$ cat config.mk
export PLATFORM = sky130hd
export DESIGN_NAME = vec_injector
export DESIGN_NICKNAME = d
export VERILOG_FILES = /design/src/rtl/vinj_pkg.sv /design/src/rtl/vinj_status_cap.sv /design/src/rtl/vinj_fsm.sv /design/src/rtl/vinj_bus_mux.sv /design/src/rtl/vec_injector.sv
export SDC_FILE = /design/constraint.sdc
export NUM_CORES = 1
export LEC_CHECK = 0
export BUFFER_PORTS_ARGS = -buffer_cell sky130_fd_sc_hd__buf_2
export CORE_AREA = 2 2 39 41
export CTS_CLUSTER_SIZE = 40
export DETAILED_ROUTE_END_ITERATION = 10
export DIE_AREA = 0 0 41 43
export GPL_TIMING_DRIVEN = 0
export PLACE_DENSITY_LB_ADDON = 0.2
export SLEW_MARGIN = 20
export SYNTH_ARGS = -nofsm -noshare
export SYNTH_HDL_FRONTEND = slang
export SYNTH_SLANG_ARGS = --single-unit
$ cat constraint.sdc
create_clock -name clk -period 1.1 [get_ports clk]
set_input_delay 0.11 -clock clk [delete_from_list [all_inputs] [get_ports clk]]
set_output_delay 0.11 -clock clk [all_outputs]
set_load 0.05 [all_outputs]
$ cat src/rtl/vinj_pkg.sv
package vinj_pkg;
  localparam int BYTE_W = 8;
  localparam int VNUM_W = 3;

  typedef enum logic [1:0] {
    ST_IDLE  = 2'd0,
    ST_PEND  = 2'd1,
    ST_ARMED = 2'd2
  } vinj_state_e;

  // One-byte restart call: 11 NNN 111
  function automatic logic [BYTE_W-1:0] restart_opcode(input logic [VNUM_W-1:0] v);
    return {2'b11, v, 3'b111};
  endfunction

  function automatic logic is_ack_status(input logic [BYTE_W-1:0] s,
                                         input int m1_pos, input int ack_pos);
    return s[m1_pos] & s[ack_pos];
  endfunction
endpackage

$ cat src/rtl/vinj_status_cap.sv
module vinj_status_cap
  import vinj_pkg::*;
#(
  parameter int M1_POS  = 5,
  parameter int ACK_POS = 0
) (
  input  logic              clk,
  input  logic              rst_n,
  input  logic              sync,
  input  logic [BYTE_W-1:0] cpu_status,
  output logic              ack_seen
);
  logic              sync_q;
  logic [BYTE_W-1:0] status_q;
  logic              sync_fall;

  always_ff @(posedge clk) begin
    if (!rst_n) begin
      sync_q   <= 1'b0;
      status_q <= '0;
    end else begin
      sync_q <= sync;
      if (sync) status_q <= cpu_status;
    end
  end

  assign sync_fall = sync_q & ~sync;
  assign ack_seen  = sync_fall & is_ack_status(status_q, M1_POS, ACK_POS);

  p_ack_on_fall_r4: assert property (@(posedge clk) disable iff (!rst_n)
    ack_seen |-> ($past(sync) && !sync));
endmodule

$ cat src/rtl/vinj_fsm.sv
module vinj_fsm
  import vinj_pkg::*;
(
  input  logic              clk,
  input  logic              rst_n,
  input  logic              src_req,
  input  logic [VNUM_W-1:0] src_vec,
  input  logic              ack_seen,
  input  logic              dbin,
  output logic              int_req,
  output logic              armed,
  output logic [VNUM_W-1:0] vec_q
);
  vinj_state_e state, state_nx;
  logic        dbin_q;
  logic        win_close;

  assign win_close = dbin_q & ~dbin;

  always_comb begin
    state_nx = state;
    unique case (state)
      ST_IDLE:  if (src_req)   state_nx = ST_PEND;
      ST_PEND:  if (ack_seen)  state_nx = ST_ARMED;
      ST_ARMED: if (win_close) state_nx = ST_IDLE;
      default:                 state_nx = ST_IDLE;
    endcase
  end

  always_ff @(posedge clk) begin
    if (!rst_n) begin
      state  <= ST_IDLE;
      dbin_q <= 1'b0;
      vec_q  <= '0;
    end else begin
      state  <= state_nx;
      dbin_q <= dbin;
      if (state == ST_IDLE && src_req) vec_q <= src_vec;
    end
  end

  assign int_req = (state == ST_PEND);
  assign armed   = (state == ST_ARMED);

  p_req_rise_r2: assert property (@(posedge clk) disable iff (!rst_n)
    (state == ST_IDLE && src_req) |=> int_req);
  p_req_drop_r4: assert property (@(posedge clk) disable iff (!rst_n)
    (int_req && ack_seen) |=> !int_req);
  p_vec_hold_r7: assert property (@(posedge clk) disable iff (!rst_n)
    (state != ST_IDLE) |=> $stable(vec_q));
  p_idle_after_win_r8: assert property (@(posedge clk) disable iff (!rst_n)
    (armed && win_close) |=> !armed && !int_req);
endmodule

$ cat src/rtl/vinj_bus_mux.sv
module vinj_bus_mux
  import vinj_pkg::*;
(
  input  logic              armed,
  input  logic              dbin,
  input  logic [VNUM_W-1:0] vec,
  input  logic [BYTE_W-1:0] mem_rdata,
  output logic [BYTE_W-1:0] rd_bus,
  output logic              inj_oe,
  output logic              mem_connect
);
  assign inj_oe      = armed & dbin;
  assign mem_connect = ~inj_oe;
  assign rd_bus      = inj_oe ? restart_opcode(vec) : mem_rdata;

  always_comb begin
    if (inj_oe) p_oe_needs_dbin_r5: assert (dbin);
  end
endmodule

$ cat src/rtl/vec_injector.sv
module vec_injector
  import vinj_pkg::*;
#(
  parameter int M1_POS  = 5,
  parameter int ACK_POS = 0
) (
  input  logic              clk,
  input  logic              rst_n,
  input  logic              src_req,
  input  logic [VNUM_W-1:0] src_vec,
  output logic              int_req,
  input  logic              sync,
  input  logic              dbin,
  input  logic [BYTE_W-1:0] cpu_status,
  input  logic [BYTE_W-1:0] mem_rdata,
  output logic [BYTE_W-1:0] rd_bus,
  output logic              inj_oe,
  output logic              mem_connect
);
  logic              ack_seen;
  logic              armed;
  logic [VNUM_W-1:0] vec_q;

  vinj_status_cap #(.M1_POS(M1_POS), .ACK_POS(ACK_POS)) u_cap (
    .clk(clk), .rst_n(rst_n), .sync(sync),
    .cpu_status(cpu_status), .ack_seen(ack_seen)
  );

  vinj_fsm u_fsm (
    .clk(clk), .rst_n(rst_n), .src_req(src_req), .src_vec(src_vec),
    .ack_seen(ack_seen), .dbin(dbin), .int_req(int_req),
    .armed(armed), .vec_q(vec_q)
  );

  vinj_bus_mux u_mux (
    .armed(armed), .dbin(dbin), .vec(vec_q), .mem_rdata(mem_rdata),
    .rd_bus(rd_bus), .inj_oe(inj_oe), .mem_connect(mem_connect)
  );

  p_arm_needs_ack_r10: assert property (@(posedge clk) disable iff (!rst_n)
    ($rose(armed)) |-> $past(int_req));
  p_mem_idle_r9: assert property (@(posedge clk) disable iff (!rst_n)
    !dbin |-> (mem_connect && !inj_oe));
endmodule

==> flow_summary.ini, run 1 <==
[worst_setup_path]
end_kind = primary output
crit_path_top_delay_cell = dfxtp_4
rr_worst_depth = 4
worst-path-max-fanout = 7
arrival_ns = 1.29
cp-start-kind = flop
slowest_delay_ns = 0.34
cpLargestDelayFamily = flip-flops
crit_chain = nand3b_4 > mux2_4 > buf_8
cp.depth = 3
path_buf_inv = 1
crit_required_ns = 0.99
criticalPathCategory = flop to primary output
startpoint = u_fsm.state[0]$_SDFFE_PN0P_
r2r-start = u_fsm.state[0]$_SDFFE_PN0P_

[synthesis]
synth_area_um2 = 429.2
synth.most_common_cell = dfxtp_1
synth_compound_area_frac = 0.06997
synth_edf_count = 0
yosysWarnings = 0
async_flop_share = 0
synth_ff_type = dfxtp_1
synthTopCellsByArea = dfxtp_1, mux2_2, nand2b_1, nor2b_1, nand3b_4
synth_top_family_by_area = simple AND/OR/NAND/NOR gates
yosys.area_share.simple = 0.3907
avgSynthCellArea_um2 = 9.537
synth_xor_area_frac = 0
synth_adder_area_share = 0
syn_nets = 69
netlist.area_leader.share = 0.4198
synthMuxAreaShare = 0.1020
synth_common_cells = dfxtp_1, nand2b_1, nor2b_1
yosysTopAreaCell = dfxtp_1
ys_seq_elements = 9
ys_seq_area_frac = 0.4198
synthesis.instances = 45
synth_cell_type_count = 20

[drt]
totalWireLength_um = 1150
wire_per_inst_um = 11.62
route.detailed.drc = 0
ant_nets = 0
drt_iter0_drc = 4
viasPerCell = 4.586
dr.pass1.iters = 4
vias = 454

[clock_network]
root_buffer = clkbuf_4
clkSinkCount = 9
clk_path_buf_depth = 2
htree_num_levels = 1
clk_pin_slew_ns = 0.06
clock_latency_ns = 0.26
ctsHoldBuffers = 0
cts_tree = done
numCtsBuffers = 3

[floorplan]
core_um2 = 1384
io_pins = 35
num_rows = 14
floorplan.initialDensity = 0.3101
dieWidth_um = 41
die_area_um2 = 1763
chipHeight_um = 43

[sta]
hold_viol = 0
setup_ws_ns = -0.2964
drv_slew = 0
max_freq_mhz = 716.1
slew_headroom = 0.7549
layout_min_cycle_time_ns = 1.396
rsz0062_at_grt = yes
finalClockSkew_ns = 0.0002306
worst_slew_pin_slew_ns = 0.3676
setup_viol = 11
tns_ns = -2.329
period_share = 1.269

[cells_and_area]
nets = 108
drive_above_1_share = 0.6024
n_antenna_cell = 0
stdcell_area_um2 = 797.0
synthToLayoutAreaGrowth_pct = 85.71

[placement]
numPortBuffers = 28
place_congestion = 0.6648
dpl.hpwl_um = 731.1
dpl_cell_area_um2 = 618.1

[grt]
grt_first_pass_wirelength_um = 1600
grt_pass1_vias = 393
antenna_found_initial = 0
grt_overflow = 0
grt_usage = 0.1390
grt_max_degree = 11

[power]
power.clock.fraction = 0.303
power.internal_mw = 0.5888
cellLeakagePower_nw = 0.4082
combPwrFrac = 0.274
sw_frac_of_total = 0.2845
ir_worst_vdd_v = 0.0005266
seqPwrFrac = 0.423
powerDensity_nw_per_um2 = 1032
power_switching_mw = 0.2341

[run_status]
violations = setup timing
outcome = finished, violations left

[worst_hold_path]
min_path_cells = 3
hp-class = input pin to flop
min-delay-start = src_vec[0]

[run]
maxCapViolations = 0
==> final cells by class <==
cell class / instances / area, um2
fillers: 130 / 586.8
repair buffers: 34 / 272.8
flip-flops and latches: 9 / 187.7
plain buffers: 1 / 3.754
inverters: 1 / 3.754
clock buffers: 4 / 26.28
well taps: 16 / 20.02
multi-input cells: 34 / 282.8
==> cells in the final DEF, fill, tap and decap left out <==
cell type,Yosys,final
a21oi_1,1,1
a32o_1,1,1
and2_1,2,2
and3_1,1,1
buf_2,0,17
buf_4,0,7
buf_6,0,4
buf_8,0,6
clkbuf_1,1,2
clkbuf_4,0,3
dfxtp_1,9,7
dfxtp_4,0,2
inv_1,1,1
mux2_4,0,3
mux2i_1,1,1
nand2_1,3,3
nand2b_2,0,3
nand2b_4,0,2
nand3_1,3,3
nand3b_4,1,1
nand4_1,1,1
nor2_1,1,1
nor2b_1,5,4
nor2b_4,0,1
nor3b_1,1,1
nor3b_2,1,1
nor4bb_1,1,1
o21ai_0,3,3
==> metrics by stage <==
step | total power, mW | hold slack, ns | std cells | worst slack [ns] | util
after detailed placement | 0.5325 | 0.3338 | 89 | -0.1480 | 0.4467
final | 0.8229 | 0.07274 | 99 | -0.2964 | 0.5759
after global routing | 0.8716 | 0.07251 | 99 | -0.3385 | 0.5759
after global placement | 0.5310 | 0.3275 | 89 | -0.1299 | 0.4467
after floorplan | 0.4767 | 0.2317 | 45 | -0.1352 | -
after CTS | 0.8336 | 0.05787 | 97 | -0.3257 | 0.5543
==> power groups by stage <==
stage	clock network [mW]	registers (mW)	logic (mW)
finish	0.249	0.348	0.225
global route	0.283	0.350	0.239
CTS	0.269	0.351	0.214
detailed placement	0	0.362	0.171
global placement	0	0.362	0.169
floorplan	0	0.359	0.118
==> metal layers <==
metal  global-route usage  up-vias  wire length [um]
met5                    0        -                 0
met3              0.04712        0                94
li1                     -      232                 -
met1               0.1429      200               402
met2               0.2375       22               652
met4              0.06000        0                 0
==> timing repair <==
item,CTS,global route
cloned,0,0
gates resized for setup,28,4
setup endpoints to repair,11,14
setup buffers,4,2
pin swaps,0,0
==> path summary, 6_finish.rpt <==
check | endpoint | slack, ns
worst max-delay path | rd_bus[4] | -0.30
worst min-delay path | u_fsm.vec_q[0]$_SDFFE_PN0P_ | 0.07
worst max register to register | u_fsm.vec_q[2]$_SDFFE_PN0P_ | 0.03
worst min register to register | u_fsm.vec_q[1]$_SDFFE_PN0P_ | 0.46
==> sequential cells by signal, indices dropped and copies added (netlist names) <==
name / count
u_cap.status_q: 2
u_cap.sync_q: 1
u_fsm.dbin_q: 1
u_fsm.state: 2
u_fsm.vec_q: 3
==> tightest hold or removal path, cell delays in order <==
cell and delay [ns]:
buf_2 0.08, nand3_1 0.05, o21ai_0 0.06
==> cell families (layout without fill, tap and decap cells) <==
group                  Yosys count  count (layout)
AND/OR/NAND/NOR                 25              25
flip-flops                       9               9
AO/OA/AOI/OAI                    5               5
multiplexers                     4               4
buffers and inverters            2              40
Note: power is estimated with default switching activity, not from simulation.
==> run 2: changes to the inputs <==
- REMOVE_ABC_BUFFERS: not set -> 1
- SKIP_LAST_GASP: not set -> 1
- SLEW_MARGIN: 20 -> 10
==> run 2 against run 1 <==
Against the previous run: sequential share of layout area rose by 2.2 points; clock skew grew 0.0032 ns; final cell count shrank 4.0%; first-iteration DRC count grew 75%; power is 2.7% lower; worst setup slack better by 0.031 ns; the flow still finishes with violations (setup timing); highest routed layer unchanged; flip-flop and latch count unchanged; critical endpoint is now rd_bus[3]; count of clock-buffer cells in the layout unchanged; register-to-register slack better by 0.02 ns; global-route usage is 0.79 points lower; design area down 9.7%; utilization decreased by 5.6 points.
==> flow_summary.ini, run 2 (synthesis results as in run 1) <==
[worst_setup_path]
startpoint = u_fsm.state[0]$_SDFFE_PN0P_
cp-start-kind = flop
arrival_ns = 1.26
crit_path_top_delay_cell = mux2_2
crit_required_ns = 0.99
r2r-start = u_fsm.state[0]$_SDFFE_PN0P_
reg2reg_to = u_fsm.vec_q[2]$_SDFFE_PN0P_
r2r_setup_slack_ns = 0.05
worst-path-max-fanout = 5
crit_end = rd_bus[3]
rr_worst_depth = 3
slowest_delay_ns = 0.35
criticalPathCategory = flop to primary output
crit_chain = nand3b_4 > mux2_2 > buf_6
end_kind = primary output

[drt]
drt_iter0_drc = 7
viasPerCell = 4.568
vias = 434
totalWireLength_um = 989
dr.pass1.iters = 4
route.detailed.drc = 0
wire_per_inst_um = 10.41
ant_nets = 0

[sta]
slew_headroom = 0.7908
worst_slew_pin_slew_ns = 0.3125
hold_viol = 0
period_share = 1.241
max_freq_mhz = 732.6
rsz0062_at_grt = yes
tns_ns = -2.080
drv_slew = 0
finalClockSkew_ns = 0.003399
layout_min_cycle_time_ns = 1.365
setup_ws_ns = -0.2651
setup_viol = 11

[clock_network]
clk_pin_slew_ns = 0.06
clkSinkCount = 9
clock_latency_ns = 0.26
root_buffer = clkbuf_4
cts_tree = done
htree_num_levels = 1
clk_path_buf_depth = 2
numCtsBuffers = 3

[floorplan]
core_um2 = 1384
floorplan.initialDensity = 0.3101
chipHeight_um = 43
dieWidth_um = 41
die_area_um2 = 1763
num_rows = 14
io_pins = 35

[cells_and_area]
layout_common_cells = buf_2, buf_6, dfxtp_1, nor2b_1, nand2b_1
layout_commonest_cell = buf_2
nets = 104
regArea_um2 = 185.2
largest_reg_flops = 3
post-route-util = 0.5199
drive_above_1_share = 0.5316
fillers = 134
synthToLayoutAreaGrowth_pct = 67.64
multi_input_area_um2 = 249.0
regMostFlops = u_fsm.vec_q
final_cells = 95
n_antenna_cell = 0
reg.largest.list = u_fsm.vec_q: 3 flops, u_cap.status_q: 2 flops, u_fsm.state: 2 flops

[grt]
grt_first_pass_wirelength_um = 1531
busiest_layer = met2
grt_pass1_vias = 370
grt_use_met3 = 0.03141
grt_use_met2 = 0.1906
grt_overflow = 0
grt_max_degree = 14
grt_usage = 0.1310
met1_usage = 0.1661
antenna_found_initial = 0

[run]
maxCapViolations = 0

[power]
ir_worst_vdd_v = 0.0005014
powerDensity_nw_per_um2 = 1113
seqPwrFrac = 0.438
cellLeakagePower_nw = 0.3620
power_switching_mw = 0.2293
power.internal_mw = 0.5711
sw_frac_of_total = 0.2865
power.clock.fraction = 0.314
combPwrFrac = 0.248

[placement]
place_congestion = 0.7124
dpl.hpwl_um = 680.7
numPortBuffers = 28
dpl.cell_count = 88

[run_status]
outcome = finished, violations left
violations = setup timing

[worst_hold_path]
hp-class = input pin to flop
[run 2: area by class of cell]
type	count	area share
clock buffers	4	0.03652
repair buffers	31	0.3270
multi-input cells	34	0.3461
flip-flops and latches	9	0.2574
inverters	1	0.005217
well taps	16	0.02783
[run 2: power groups by stage]
stage	sequential, mW	clock, mW	combinational (mW)
global route	0.353	0.283	0.215
CTS	0.351	0.266	0.195
global placement	0.361	0	0.161
floorplan	0.358	0	0.107
finish	0.351	0.251	0.199
detailed placement	0.361	0	0.162
[run 2: metal layers]
metal	wire, um	vias to the layer above
met4	0	0
met3	97	0
li1	-	227
met1	401	182
met2	490	25
met5	0	-
[run 2: worst max-delay path: cells and delay by family, from the launching register on]
kind,cells,cell delay (ns)
muxes,1,0.35
DFF,1,0.34
and+or+nand+nor,1,0.15
buffers and inverters,1,0.15
[run 2: repair_timing]
| action | in CTS | in global routing |
|---|---|---|
| hold buffers | 0 | 0 |
| endpoints found under the setup margin | 11 | 14 |
| gates resized for setup | 25 | 2 |
| endpoints found under the hold margin | 0 | 0 |
| setup buffers | 3 | 0 |
[run 2: how the worst min path moves through the flow]
| stage | cells after the start | start | endpoint |
|---|---|---|---|
| 4_1_cts | 3 | src_vec[1] | u_fsm.vec_q[1]$_SDFFE_PN0P_ |
| 3_3_place_gp | 3 | src_vec[1] | u_fsm.vec_q[1]$_SDFFE_PN0P_ |
| 3_5_place_dp | 3 | src_vec[1] | u_fsm.vec_q[1]$_SDFFE_PN0P_ |
| 5_1_grt | 3 | src_vec[0] | u_fsm.vec_q[0]$_SDFFE_PN0P_ |
| 6_report | 3 | src_vec[0] | u_fsm.vec_q[0]$_SDFFE_PN0P_ |
| 2_1_floorplan | 1 | sync | u_cap.sync_q$_SDFF_PN0_ |
[run 2: per-stage QoR]
| stage | setup WS, ns | instance area (um2) | hold WS [ns] | power (mW) |
|---|---|---|---|---|
| 2_1_floorplan | -0.3814 | 425.4 | 0.2317 | 0.4650 |
| 3_3_place_gp | -0.1959 | 585.6 | 0.3332 | 0.5225 |
| 3_5_place_dp | -0.2073 | 585.6 | 0.3360 | 0.5232 |
| 4_1_cts | -0.2772 | 708.2 | 0.06247 | 0.8121 |
| 5_1_grt | -0.3000 | 719.4 | 0.1038 | 0.8516 |
| 6_report | -0.2651 | 719.4 | 0.07039 | 0.8004 |
